[src/rtl/lts_pkg.sv]
package lts_pkg;

    typedef enum logic [3:0] {
        S_IDLE,
        S_RST_ON,
        S_RST_OFF,
        S_CARD_REQ,
        S_PATTERN,
        S_BUMP_GO,
        S_BUMP_WAIT,
        S_TRAIN,
        S_RETRY,
        S_CREDIT,
        S_UP,
        S_FAILED
    } seq_state_e;

    typedef enum logic [1:0] {
        W_NONE,
        W_X4,
        W_X8,
        W_BAD
    } width_e;

    typedef struct packed {
        logic       reset;
        logic [5:0] version;
        logic [3:0] mode;
        logic [3:0] modes;
        logic [3:0] phy_limit;
        logic [3:0] fwd_timer;
    } link_cfg_t;

    localparam logic [5:0] CFG_VERSION   = 6'b000001;
    localparam logic [3:0] CFG_MODES     = 4'b0010;
    localparam logic [3:0] CFG_PHY_LIMIT = 4'b1111;
    localparam logic [3:0] CFG_FWD_TIMER = 4'b0110;
    localparam logic [3:0] MODE_RESET    = 4'b0110;
    localparam logic [3:0] MODE_PATTERN  = 4'b0001;
    localparam logic [3:0] MODE_TRAIN    = 4'b1000;
    localparam logic [2:0] SM_TRAINED    = 3'h7;
    localparam logic [3:0] TM_X4         = 4'b0001;
    localparam logic [3:0] TM_X8         = 4'b0010;

    // Configuration word implied by each sequencer state.
    function automatic link_cfg_t cfg_for(seq_state_e s);
        link_cfg_t c;
        c = '0;
        if (s != S_IDLE) begin
            c.version   = CFG_VERSION;
            c.modes     = CFG_MODES;
            c.phy_limit = CFG_PHY_LIMIT;
            c.fwd_timer = CFG_FWD_TIMER;
        end
        case (s)
            S_RST_ON: begin
                c.reset = 1'b1;
                c.mode  = MODE_RESET;
            end
            S_RST_OFF, S_CARD_REQ, S_RETRY:       c.mode = MODE_RESET;
            S_PATTERN, S_BUMP_GO, S_BUMP_WAIT:    c.mode = MODE_PATTERN;
            S_TRAIN, S_CREDIT, S_UP, S_FAILED:    c.mode = MODE_TRAIN;
            default: ;
        endcase
        return c;
    endfunction

    function automatic width_e decode_width(logic [3:0] code);
        case (code)
            TM_X4:   return W_X4;
            TM_X8:   return W_X8;
            default: return W_BAD;
        endcase
    endfunction

endpackage

[src/rtl/lts_ms_counter.sv]
module lts_ms_counter #(
    parameter int CNT_W = 12
) (
    input  logic             clk,
    input  logic             rst,
    input  logic             clr,
    input  logic             tick,
    output logic [CNT_W-1:0] count
);

    // Saturating millisecond counter, cleared whenever the sequencer changes phase.
    always_ff @(posedge clk) begin
        if (rst || clr) begin
            count <= '0;
        end else if (tick && (count != '1)) begin
            count <= count + 1'b1;
        end
    end

endmodule

[src/rtl/lts_sequencer.sv]
module lts_sequencer
    import lts_pkg::*;
#(
    parameter int PAT_MS     = 5,
    parameter int TIMEOUT_MS = 3000,
    parameter int MAX_TRIES  = 20,
    parameter int CNT_W      = 12,
    parameter int MS_W       = 12,
    parameter int ATT_W      = 5
) (
    input  logic             clk,
    input  logic             rst,
    input  logic             start,
    input  logic             ms_tick,
    input  logic             card_rst_ack,
    input  logic             card_rst_nack,
    input  logic             bump_done,
    input  logic [2:0]       sm_status,
    input  logic [3:0]       trained_mode,
    input  logic [CNT_W-1:0] cnt,
    output logic             cnt_clr,
    output link_cfg_t        cfg,
    output logic             card_rst_req,
    output logic             bump_pulse,
    output logic             tx_send_en,
    output logic             credit_rd,
    output logic             lane_x4,
    output logic             lane_x8,
    output logic             hw_err,
    output logic             link_err,
    output logic [MS_W-1:0]  train_ms,
    output logic [ATT_W-1:0] attempts
);

    seq_state_e state, nxt;
    width_e     width_q;

    logic trained_now;
    logic pat_done;
    logic timed_out;
    logic last_try;

    assign trained_now = (state == S_TRAIN) && ms_tick && (sm_status == SM_TRAINED);
    assign pat_done    = ms_tick && (cnt == CNT_W'(PAT_MS - 1));
    assign timed_out   = ms_tick && (cnt == CNT_W'(TIMEOUT_MS - 1));
    assign last_try    = (attempts >= ATT_W'(MAX_TRIES));

    always_comb begin
        nxt = state;
        if (start) begin
            nxt = S_RST_ON;
        end else begin
            case (state)
                S_IDLE:      nxt = S_IDLE;
                S_RST_ON:    nxt = S_RST_OFF;
                S_RST_OFF:   nxt = S_CARD_REQ;
                S_CARD_REQ: begin
                    if (card_rst_ack)       nxt = S_PATTERN;
                    else if (card_rst_nack) nxt = S_RETRY;
                end
                S_PATTERN:   if (pat_done) nxt = S_BUMP_GO;
                S_BUMP_GO:   nxt = S_BUMP_WAIT;
                S_BUMP_WAIT: if (bump_done) nxt = S_TRAIN;
                S_TRAIN: begin
                    if (trained_now)    nxt = S_CREDIT;
                    else if (timed_out) nxt = S_RETRY;
                end
                S_RETRY:     nxt = last_try ? S_FAILED : S_RST_ON;
                S_CREDIT:    nxt = S_UP;
                S_UP:        nxt = S_UP;
                S_FAILED:    nxt = S_FAILED;
                default:     nxt = S_IDLE;
            endcase
        end
    end

    assign cnt_clr = (nxt != state);

    always_ff @(posedge clk) begin
        if (rst) begin
            state    <= S_IDLE;
            attempts <= '0;
            train_ms <= '0;
            width_q  <= W_NONE;
        end else begin
            state <= nxt;
            if (start) begin
                attempts <= ATT_W'(1);
                train_ms <= '0;
                width_q  <= W_NONE;
            end else begin
                if (state == S_RETRY && !last_try) begin
                    attempts <= attempts + 1'b1;
                end
                if (trained_now) begin
                    train_ms <= MS_W'(cnt) + MS_W'(1);
                    width_q  <= decode_width(trained_mode);
                end
            end
        end
    end

    assign cfg          = cfg_for(state);
    assign card_rst_req = (state == S_CARD_REQ);
    assign bump_pulse   = (state == S_BUMP_GO);
    assign tx_send_en   = (state == S_CREDIT) || (state == S_UP);
    assign credit_rd    = (state == S_CREDIT);
    assign link_err     = (state == S_FAILED);
    assign lane_x4      = (width_q == W_X4);
    assign lane_x8      = (width_q == W_X8);
    assign hw_err       = (width_q == W_BAD);

    // the remote card is never asked to reset while the link layer is held in reset
    p_req_after_release_r3: assert property (@(posedge clk) disable iff (rst)
        card_rst_req |-> !cfg.reset);

    // a trained link reports a duration inside the polling window
    p_ms_in_window_r5: assert property (@(posedge clk) disable iff (rst)
        tx_send_en |-> (train_ms >= MS_W'(1)) && (train_ms <= MS_W'(TIMEOUT_MS)));

    // success and final failure exclude each other
    p_up_err_excl_r6: assert property (@(posedge clk) disable iff (rst)
        !(tx_send_en && link_err));

    // attempt count bounded, and at its limit when the link is errored
    p_attempt_bound_r6: assert property (@(posedge clk) disable iff (rst)
        attempts <= ATT_W'(MAX_TRIES));
    p_err_at_limit_r6: assert property (@(posedge clk) disable iff (rst)
        link_err |-> (attempts == ATT_W'(MAX_TRIES)));

    // the credit strobe accompanies the rise of transmit enable
    p_credit_on_rise_r7: assert property (@(posedge clk) disable iff (rst)
        $rose(tx_send_en) |-> credit_rd);

    // exactly one width outcome while transmitting
    p_one_width_r8: assert property (@(posedge clk) disable iff (rst)
        tx_send_en |-> ($countones({lane_x4, lane_x8, hw_err}) == 1));

endmodule

[src/rtl/link_train_seq.sv]
module link_train_seq
    import lts_pkg::*;
#(
    parameter int  PAT_MS     = 5,
    parameter int  TIMEOUT_MS = 3000,
    parameter int  MAX_TRIES  = 20,
    localparam int MS_W       = $clog2(TIMEOUT_MS + 1),
    localparam int ATT_W      = $clog2(MAX_TRIES + 1)
) (
    input  logic             clk,
    input  logic             rst,
    input  logic             start,
    input  logic             ms_tick,
    input  logic             card_rst_ack,
    input  logic             card_rst_nack,
    input  logic             bump_done,
    input  logic [2:0]       sm_status,
    input  logic [3:0]       trained_mode,
    output logic             cfg_reset,
    output logic [5:0]       cfg_version,
    output logic [3:0]       cfg_train_mode,
    output logic [3:0]       cfg_modes,
    output logic [3:0]       cfg_phy_limit,
    output logic [3:0]       cfg_fwd_timer,
    output logic             card_rst_req,
    output logic             bump_pulse,
    output logic             tx_send_en,
    output logic             credit_rd,
    output logic             lane_x4,
    output logic             lane_x8,
    output logic             hw_err,
    output logic             link_err,
    output logic [MS_W-1:0]  train_ms,
    output logic [ATT_W-1:0] attempts
);

    localparam int SPAN  = (PAT_MS > TIMEOUT_MS) ? PAT_MS : TIMEOUT_MS;
    localparam int CNT_W = $clog2(SPAN + 1);

    logic [CNT_W-1:0] cnt;
    logic             cnt_clr;
    link_cfg_t        cfg;

    lts_ms_counter #(.CNT_W(CNT_W)) u_cnt (
        .clk   (clk),
        .rst   (rst),
        .clr   (cnt_clr),
        .tick  (ms_tick),
        .count (cnt)
    );

    lts_sequencer #(
        .PAT_MS     (PAT_MS),
        .TIMEOUT_MS (TIMEOUT_MS),
        .MAX_TRIES  (MAX_TRIES),
        .CNT_W      (CNT_W),
        .MS_W       (MS_W),
        .ATT_W      (ATT_W)
    ) u_seq (
        .clk           (clk),
        .rst           (rst),
        .start         (start),
        .ms_tick       (ms_tick),
        .card_rst_ack  (card_rst_ack),
        .card_rst_nack (card_rst_nack),
        .bump_done     (bump_done),
        .sm_status     (sm_status),
        .trained_mode  (trained_mode),
        .cnt           (cnt),
        .cnt_clr       (cnt_clr),
        .cfg           (cfg),
        .card_rst_req  (card_rst_req),
        .bump_pulse    (bump_pulse),
        .tx_send_en    (tx_send_en),
        .credit_rd     (credit_rd),
        .lane_x4       (lane_x4),
        .lane_x8       (lane_x8),
        .hw_err        (hw_err),
        .link_err      (link_err),
        .train_ms      (train_ms),
        .attempts      (attempts)
    );

    assign cfg_reset      = cfg.reset;
    assign cfg_version    = cfg.version;
    assign cfg_train_mode = cfg.mode;
    assign cfg_modes      = cfg.modes;
    assign cfg_phy_limit  = cfg.phy_limit;
    assign cfg_fwd_timer  = cfg.fwd_timer;

endmodule

[config.mk]
export PLATFORM = sky130hd
export DESIGN_NAME = link_train_seq
export DESIGN_NICKNAME = d
export VERILOG_FILES = /design/src/rtl/lts_pkg.sv /design/src/rtl/lts_ms_counter.sv /design/src/rtl/lts_sequencer.sv /design/src/rtl/link_train_seq.sv
export SDC_FILE = /design/constraint.sdc
export NUM_CORES = 1
export LEC_CHECK = 0
export CORE_ASPECT_RATIO = 0.8
export CORE_MARGIN = 5
export CORE_UTILIZATION = 52
export CTS_CLUSTER_DIAMETER = 50
export DETAILED_ROUTE_END_ITERATION = 8
export PLACE_DENSITY = 0.82
export SLEW_MARGIN = 15
export SYNTH_ARGS = -nofsm -noshare
export SYNTH_HDL_FRONTEND = slang
export SYNTH_SLANG_ARGS = --single-unit
[constraint.sdc]
create_clock -name clk -period 5.61 [get_ports clk]
set_clock_uncertainty 0.15 [all_clocks]
set_input_delay 1.122 -clock clk [delete_from_list [all_inputs] [get_ports clk]]
set_output_delay 1.122 -clock clk [all_outputs]
set_load 0.05 [all_outputs]
# After elaboration in Yosys (flattened, before gate mapping)

Index checks and enable logic that the tools add are counted.

Word-level logic and storage cells: 62
Bits in registers: 35
Output and inout bits: 48

Order comparisons: 1
$add $sub $neg: 2
Mux-type cells: 16
Reductions and logical operators: 16
Equality and inequality tests: 21

Operator list:

| operator                                                 | count |
|---|---|
| one-hot mux 4 bit (10 select lines)                      | 1 |
| 2-to-1 mux 4 bit                                         | 8 |
| equality test 4 x 3 -> 1 bit, second input constant      | 4 |
| equality test 4 bit, second input constant               | 4 |
| adder 12 x 1 -> 12 bit, second input constant            | 1 |
| equality test 12 bit, second input constant              | 1 |
| equality test 12 x 3 -> 1 bit, second input constant     | 1 |
| equality test 4 x 2 -> 1 bit, second input constant      | 3 |
| inequality test 12 bit, second input constant            | 1 |
| one-hot mux 4 bit (3 select lines)                       | 1 |
| 2-to-1 mux 10 bit                                        | 1 |
| equality test 4 x 1 -> 1 bit, second input constant      | 2 |
| OR reduction 4 bit                                       | 2 |
| logical AND 1 bit                                        | 6 |
| adder 5 x 1 -> 5 bit, second input constant              | 1 |
| greater-or-equal comparator 5 bit, second input constant | 1 |
| equality test 2 bit, second input constant               | 2 |
| 2-to-1 mux 1 bit                                         | 4 |
| inequality test 4 bit                                    | 1 |
| one-hot mux 2 bit (2 select lines)                       | 1 |
| nonzero test 4 bit                                       | 1 |
| OR reduction 2 bit                                       | 2 |
| equality test 3 bit, second input constant               | 1 |
| OR reduction 3 bit                                       | 1 |
| 4 further kinds                                          | 5 |

# Longest topological paths before layout

Gate-level depths: netlist of the first run.

Depth after elaboration: 8
Gate-level depth with buffers: 9

# By module

A second synthesis of the first run with hierarchy kept.

Cells, all modules: 283
Area total of the unflattened synthesis: 2253.4 um^2

Modules (own cells, without submodules):

| module         | area an instance (um^2) | times used | cells each |
|---|---|---|---|
| lts_sequencer  | 1622.8                  | 1          | 211 |
| lts_ms_counter | 630.6                   | 1          | 72 |

# Worst setup path before layout of the first run

Ideal clock, no wire load.

Path type: register -> output
From: register u_seq.state[3]
To: output cfg_train_mode[2]
Stages on the path, launching flop included: 6
Arrival time: 1.813 ns
Setup slack: 2.525 ns
Cell sequence: dfxtp_1 -> buf_6 -> clkbuf_1 -> xor2_1 -> nor2_1 -> buf_4

Cells in the longest elaborated chain, start to end: 3
Elaborated cells on any way between the ends: 15

Ends and longest elaborated chain:

| item                                              | line                 | source |
|---|---|---|
| from (decl)                                       | lts_sequencer.sv:35  | `seq_state_e state, nxt;` |
| from (signal assigned)                            | lts_sequencer.sv:86  | `state <= nxt;` |
| equality test 4 bit, or another cell as far along | lts_pkg.sv:55        | `case (s)` |
| OR reduction 4 bit, or another cell as far along  | lts_pkg.sv:55        |  |
| one-hot mux 4 bit (3 select lines) *              | lts_pkg.sv:55        |  |
| to (decl)                                         | link_train_seq.sv:21 | `output logic [3:0] cfg_train_mode,` |

Every way passes the cells marked *; elsewhere a longest branch is shown, timed or not.

# Worst setup path after layout of the first run

From: register u_seq.state[0]
To: output cfg_train_mode[1]

The elaborated chain is that of the path after synthesis.

==> results.py, run 1 <==
metrics = {
    "sta": {
        "hold_viol": 0,
        "fin_crit_ns": 3.53,
        "slew_headroom_pct": 43.8,
        "fin_ws_ns": 2.08,
        "fin_crit_sh_pct": 63.0,
        "fin_hold_ws_ns": 0.324,
        "max_freq_mhz": 283,
        "worst_pin_slew_ns": 0.840,
        "rsz0062_at_grt": "no",
        "setup_viol": 0,
        "setup-tns-final_ns": 0,
        "slew_violations": 0,
    },
    "routing": {
        "first_iter_violations": 161,
        "wire_per_inst_um": 14.1,
        "vias_per_cell": 5.61,
        "vias": 2024,
        "ant_nets": 0,
        "dr.pass1.iters": 5,
        "wl_um": 5100,
        "drc": 0,
    },
    "grt": {
        "antenna_found_initial": 0,
        "grt_pass1_vias": 1696,
        "overflow": 0,
        "grt_pass1_wl_um": 8300,
        "grt_max_degree": 25,
        "grt_usage_pct": 17.2,
    },
    "floorplanning": {
        "start_util_pct": 54.2,
        "dieHeight_um": 69.2,
        "die_x_um": 84.0,
        "die-area_um2": 5820,
        "design.core.area_um2": 4200,
        "num_rows": 21,
        "ios": 62,
    },
    "synthesis": {
        "yosysTopAreaCell": "dfxtp_1",
        "synth_cell_types": 51,
        "yosys.area.top_type_share_pct": 30.7,
        "async_flop_share_pct": 0,
        "synth_edf_count": 0,
        "yosysMostFrequentCell": "nor2_1",
        "synth_common_cells": "nor2_1, dfxtp_1, buf_4, nand2_1",
        "synth.avg_cell_area_um2": 8.29,
        "ys.flop_type": "dfxtp_1",
        "synth-seq-cells": 35,
        "ys_top_cells_by_area": "dfxtp_1, nor2_1, buf_4",
        "netlist_area_um2": 2280,
        "netlist_instances": 275,
        "yosysWarningCount": 0,
        "ys_seq_area_share_pct": 30.7,
    },
    "hold_path": {
        "hold_end": "u_seq.train_ms[1]",
        "hold_class": "register to register",
        "min_from": "u_seq.train_ms[1]",
        "min_path_cells": 2,
    },
    "clock_tree": {
        "clkSinkCount": 35,
        "clock_latency_ns": 0.28,
        "cts.path.max_buffers": 2,
        "tritoncts": "yes",
        "holdBufCountCts": 0,
        "cts-htree-levels": 2,
        "cts-root-buf": "clkbuf_8",
        "clk_pin_slew_ns": 0.07,
        "cts.repair.resized": 0,
        "cts_made_buffers": 5,
        "postCtsSetupBuffers": 0,
    },
    "setup_path": {
        "end_kind": "output pin",
        "cp_slowest_cell": "clkdlybuf4s50_1",
        "path_cells": "nor2_1 > xor2_1 > nor2_1 > clkdlybuf4s50_1",
        "ff2ff_path_depth": 7,
        "r2r_start": "u_cnt.count[0]",
        "crit_top_cell": "nor2_1",
        "r2r-end": "u_cnt.count[2]",
        "cp_max_fo": 13,
        "worstSetupPathType": "register to output pin",
        "rrSetupSlack_ns": 3.06,
        "slowest_delay_ns": 0.82,
        "critPathArrivalTime_ns": 2.26,
        "crit_required_ns": 4.34,
        "worstSetupStartpointType": "register",
    },
    "power_and_ir_drop": {
        "irDropWorstVdd_uv": 131,
        "p_leak_nw": 0.908,
        "power.density_nw_per_um2": 186,
    },
    "layout": {
        "diodes": 0,
        "stdcell_count": 361,
        "n_fill_cell": 383,
        "fin_util_pct": 65.3,
        "drive_gt1_share_pct": 9.87,
        "fin_nets": 321,
        "multi_input_area_um2": 1340,
        "area_delta_synth_final_pct": 20.4,
        "area.sequential_um2": 701,
    },
    "outcome": {
        "status": "completed",
    },
    "placed_design": {
        "dp.cells": 353,
        "gp_congestion": 0.901,
        "numPortBuffers": 51,
        "pre_cts_ws_ns": 2.04,
        "dpl.hpwl_um": 3840,
    },
    "job": {
        "cap_viol_max_count": 0,
    },
}
## logic make-up (layout without fill, tap and decap cells)
group | Yosys count | after routing | synth area share [%]
compound gates | 42 | 42 | 13.2
simple gates | 120 | 120 | 31.4
mux | 6 | 6 | 2.69
buf+inv | 47 | 67 | 11.9
fa+ha+maj | 4 | 4 | 2.20
flops | 35 | 35 | 30.7
xor+xnor | 20 | 20 | 7.68
other cells | 1 | 10 | 0.164
## layout make-up
type                    instances  area share [%]
flip-flops and latches         35            25.5
multi-input cells             202            48.9
repair buffers                 53            19.1
clock buffers                   5            2.51
clock inverters                 3           0.547
well taps                      57            2.60
inverters                       6           0.820
## registers in the layout, indices dropped and copies added, names as in the netlist
signal and count:
u_seq.train_ms 12, u_seq.width_q 2, u_cnt.count 12, u_seq.attempts 5, u_seq.state 4
## per-stage QoR
stage	total power, mW	cell area [µm²]
finish	0.511	2750
floorplan	0.332	2310
global route	0.532	2750
CTS	0.516	2750
global placement	0.347	2660
detailed placement	0.348	2660
## critical path, delay by kind of cell, from the launching register on
family        cells  cell delay (ns)
xor+xnor          1             0.19
flops             1             0.61
simple gates      2             0.36
buf+inv           1             0.82
## per-layer routing
| layer | vias to the layer above | GRT usage [%] | part of all wire (%) |
|---|---|---|---|
| met5 | - | 0 | 0 |
| met4 | 0 | 4.46 | 1.2 |
| met3 | 4 | 4.75 | 8.4 |
| met2 | 98 | 25.7 | 44 |
| met1 | 922 | 24.3 | 46 |
| li1 | 1000 | - | - |
## where the power goes
| part | switching, mW | internal, mW | leakage, nW |
|---|---|---|---|
| Combinational | 0.0613 | 0.0275 | 0.578 |
| Clock | 0.0833 | 0.0847 | 0.0477 |
| Sequential | 0.00357 | 0.250 | 0.283 |
| Total | 0.148 | 0.362 | 0.908 |
## cells in the final DEF, fill, tap and decap left out, types with 9 or more instances in the layout
cell / Yosys / routed
a211oi_1: 11 / 11
a21oi_1: 10 / 10
clkdlybuf4s50_1: 0 / 51
conb_1: 1 / 10
dfxtp_1: 35 / 35
nand2_1: 13 / 13
nand3_1: 11 / 11
nor2_1: 38 / 38
nor4_2: 9 / 9
xnor2_1: 11 / 11
xor2_1: 9 / 9
## how the worst max path moves through the flow
| stage | slack (ns) | start | to | depth (start not counted) |
|---|---|---|---|---|
| after floorplan | 2.52 | u_seq.state[3] | cfg_train_mode[2] | 5 |
| after global placement | 2.13 | ms_tick | u_cnt.count[0] | 8 |
| after detailed placement | 2.04 | ms_tick | u_cnt.count[8] | 8 |
| after CTS | 2.09 | u_seq.state[0] | cfg_train_mode[2] | 4 |
| after global routing | 1.94 | u_seq.state[0] | cfg_train_mode[1] | 4 |
| final | 2.08 | u_seq.state[0] | cfg_train_mode[1] | 4 |
Power figures use the tool's default switching activity.
==> run 2, diff against run 1 <==
Settings changed: CORE_UTILIZATION 52 to 49, PLACE_DENSITY 0.82 to 0.78.
Clock period 5.61 ns to 3.6 ns, I/O delays scaled along.
==> results.py, run 2 (synthesis results as in run 1) <==
metrics = {
    "outcome": {
        "status": "completed",
    },
    "placed_design": {
        "numPortBuffers": 51,
        "gp_congestion": 0.889,
        "dpl.hpwl_um": 3960,
    },
    "setup_path": {
        "cp.buffers_inverters": 1,
        "cp_max_fo": 13,
        "ff2ff_path_depth": 7,
        "worstSetupPathType": "register to output pin",
        "endpoint": "card_rst_req",
        "critPathArrivalTime_ns": 2.28,
        "path_cells": "nand2_1 > nor3_1 > clkdlybuf4s50_1",
        "r2r-end": "u_cnt.count[2]",
        "r2r_start": "u_cnt.count[0]",
        "slowest_delay_ns": 0.87,
        "critPathLaunch": "u_seq.state[0]",
        "path_depth": 3,
        "end_kind": "output pin",
        "path_delay_family": "buffers and inverters",
        "worstSetupStartpointType": "register",
        "rrSetupSlack_ns": 1.10,
        "crit_required_ns": 2.73,
        "cp_slowest_cell": "clkdlybuf4s50_1",
    },
    "clock_tree": {
        "cts.repair.resized": 0,
        "clkSinkCount": 35,
        "holdBufCountCts": 0,
        "tritoncts": "yes",
        "cts-htree-levels": 2,
        "clock_latency_ns": 0.29,
        "cts.path.max_buffers": 2,
        "clk_pin_slew_ns": 0.07,
        "cts_made_buffers": 5,
        "cts-root-buf": "clkbuf_8",
        "postCtsSetupBuffers": 0,
    },
    "routing": {
        "dr.pass1.iters": 4,
        "ant_nets": 0,
        "first_iter_violations": 228,
        "vias": 1990,
        "vias_per_cell": 5.44,
        "drc": 0,
        "wl_um": 5220,
        "wire_per_inst_um": 14.3,
    },
    "layout": {
        "reg_top3": "u_cnt.count: 12 flops, u_seq.train_ms: 12 flops, u_seq.attempts: 5 flops",
        "multi_input_area_um2": 1340,
        "mostFrequentLayoutCells": "clkdlybuf4s50_1, nor2_1, dfxtp_1",
        "drive_gt1_share_pct": 10.5,
        "fin_nets": 323,
        "diodes": 0,
        "area.sequential_um2": 701,
        "area_delta_synth_final_pct": 22.7,
        "final_common_cell": "clkdlybuf4s50_1",
        "n_fill_cell": 409,
    },
    "floorplanning": {
        "dieHeight_um": 71.0,
        "design.core.area_um2": 4540,
        "die_x_um": 86.3,
        "start_util_pct": 50.2,
        "num_rows": 22,
        "ios": 62,
        "die-area_um2": 6120,
    },
    "grt": {
        "grt_max_degree": 25,
        "overflow": 0,
        "grt_usage_pct": 17.7,
        "antenna_found_initial": 0,
        "grt_pass1_wl_um": 8650,
        "grt_pass1_vias": 1787,
    },
    "power_and_ir_drop": {
        "p_leak_nw": 0.932,
        "irDropWorstVdd_uv": 157,
        "power.density_nw_per_um2": 320,
    },
    "sta": {
        "fin_crit_ns": 3.15,
        "setup-tns-final_ns": 0,
        "slew_headroom_pct": 64.0,
        "fin_crit_sh_pct": 87.6,
        "slew_violations": 0,
        "fin_hold_ws_ns": 0.310,
        "rsz0062_at_grt": "no",
        "worst_pin_slew_ns": 0.539,
        "max_freq_mhz": 317,
        "hold_viol": 0,
        "setup_viol": 0,
    },
    "hold_path": {
        "hold_class": "register to register",
        "min_path_cells": 2,
    },
    "job": {
        "cap_viol_max_count": 0,
    },
}
-- run 2: cell types whose count changed in the layout (fill, tap and decap cells not counted), sizes merged --
cell    before  now
clkbuf       5    6
clkinv       3    1
buf          2    4
bufinv       0    1
-- run 2: worst min-delay path by stage --
stage	startpoint	to	slack [ns]
floorplan	u_seq.width_q[0]	u_seq.width_q[0]	0.34
finish	u_seq.train_ms[1]	u_seq.train_ms[1]	0.31
global placement	u_seq.train_ms[1]	u_seq.train_ms[1]	0.29
CTS	u_seq.train_ms[1]	u_seq.train_ms[1]	0.31
detailed placement	u_seq.train_ms[1]	u_seq.train_ms[1]	0.30
global route	u_seq.train_ms[1]	u_seq.train_ms[1]	0.34
-- run 2: final cells by class --
| cell class | count | share of cell area [%] |
|---|---|---|
| clock inverters | 2 | 1.25 |
| multi-input cells | 202 | 47.9 |
| clock buffers | 6 | 2.95 |
| flip-flops and latches | 35 | 25.0 |
| well taps | 60 | 2.68 |
| repair buffers | 55 | 19.3 |
| inverters | 6 | 0.805 |
-- run 2: routing by layer --
layer,global-route usage [%],vias to the layer above,wire (µm),part of all wire (%)
met5,0,-,0,0
met4,8.82,0,133,2.5
met3,4.19,10,373,7.1
met2,26.1,77,2320,44
met1,23.9,897,2390,46
li1,-,1006,-,-
-- run 2: report_power, final --
group / switching (mW) / internal, mW / total [mW]
clock network: 0.136 / 0.224 / 0.359
logic: 0.0960 / 0.0443 / 0.140
registers: 0.00540 / 0.390 / 0.395
-- run 2: per-stage QoR --
step	instance area (µm²)	power (mW)	worst slack, ns	instances	util [%]
floorplan	2310	0.518	0.628	284	-
global placement	2680	0.543	0.762	358	59.0
detailed placement	2680	0.544	0.661	358	59.0
CTS	2800	0.903	0.449	366	61.6
global route	2800	0.931	0.277	366	61.6
finish	2800	0.895	0.447	366	61.6
-- run 2: worst reg2reg max path: stages, from the launching register on --
cell,delay [ns]
dfxtp_1,0.42
ha_1,0.32
nand3_1,0.14
or4_1,0.60
nand2_1,0.21
inv_1,0.08
a311o_1,0.36
nor3_1,0.14
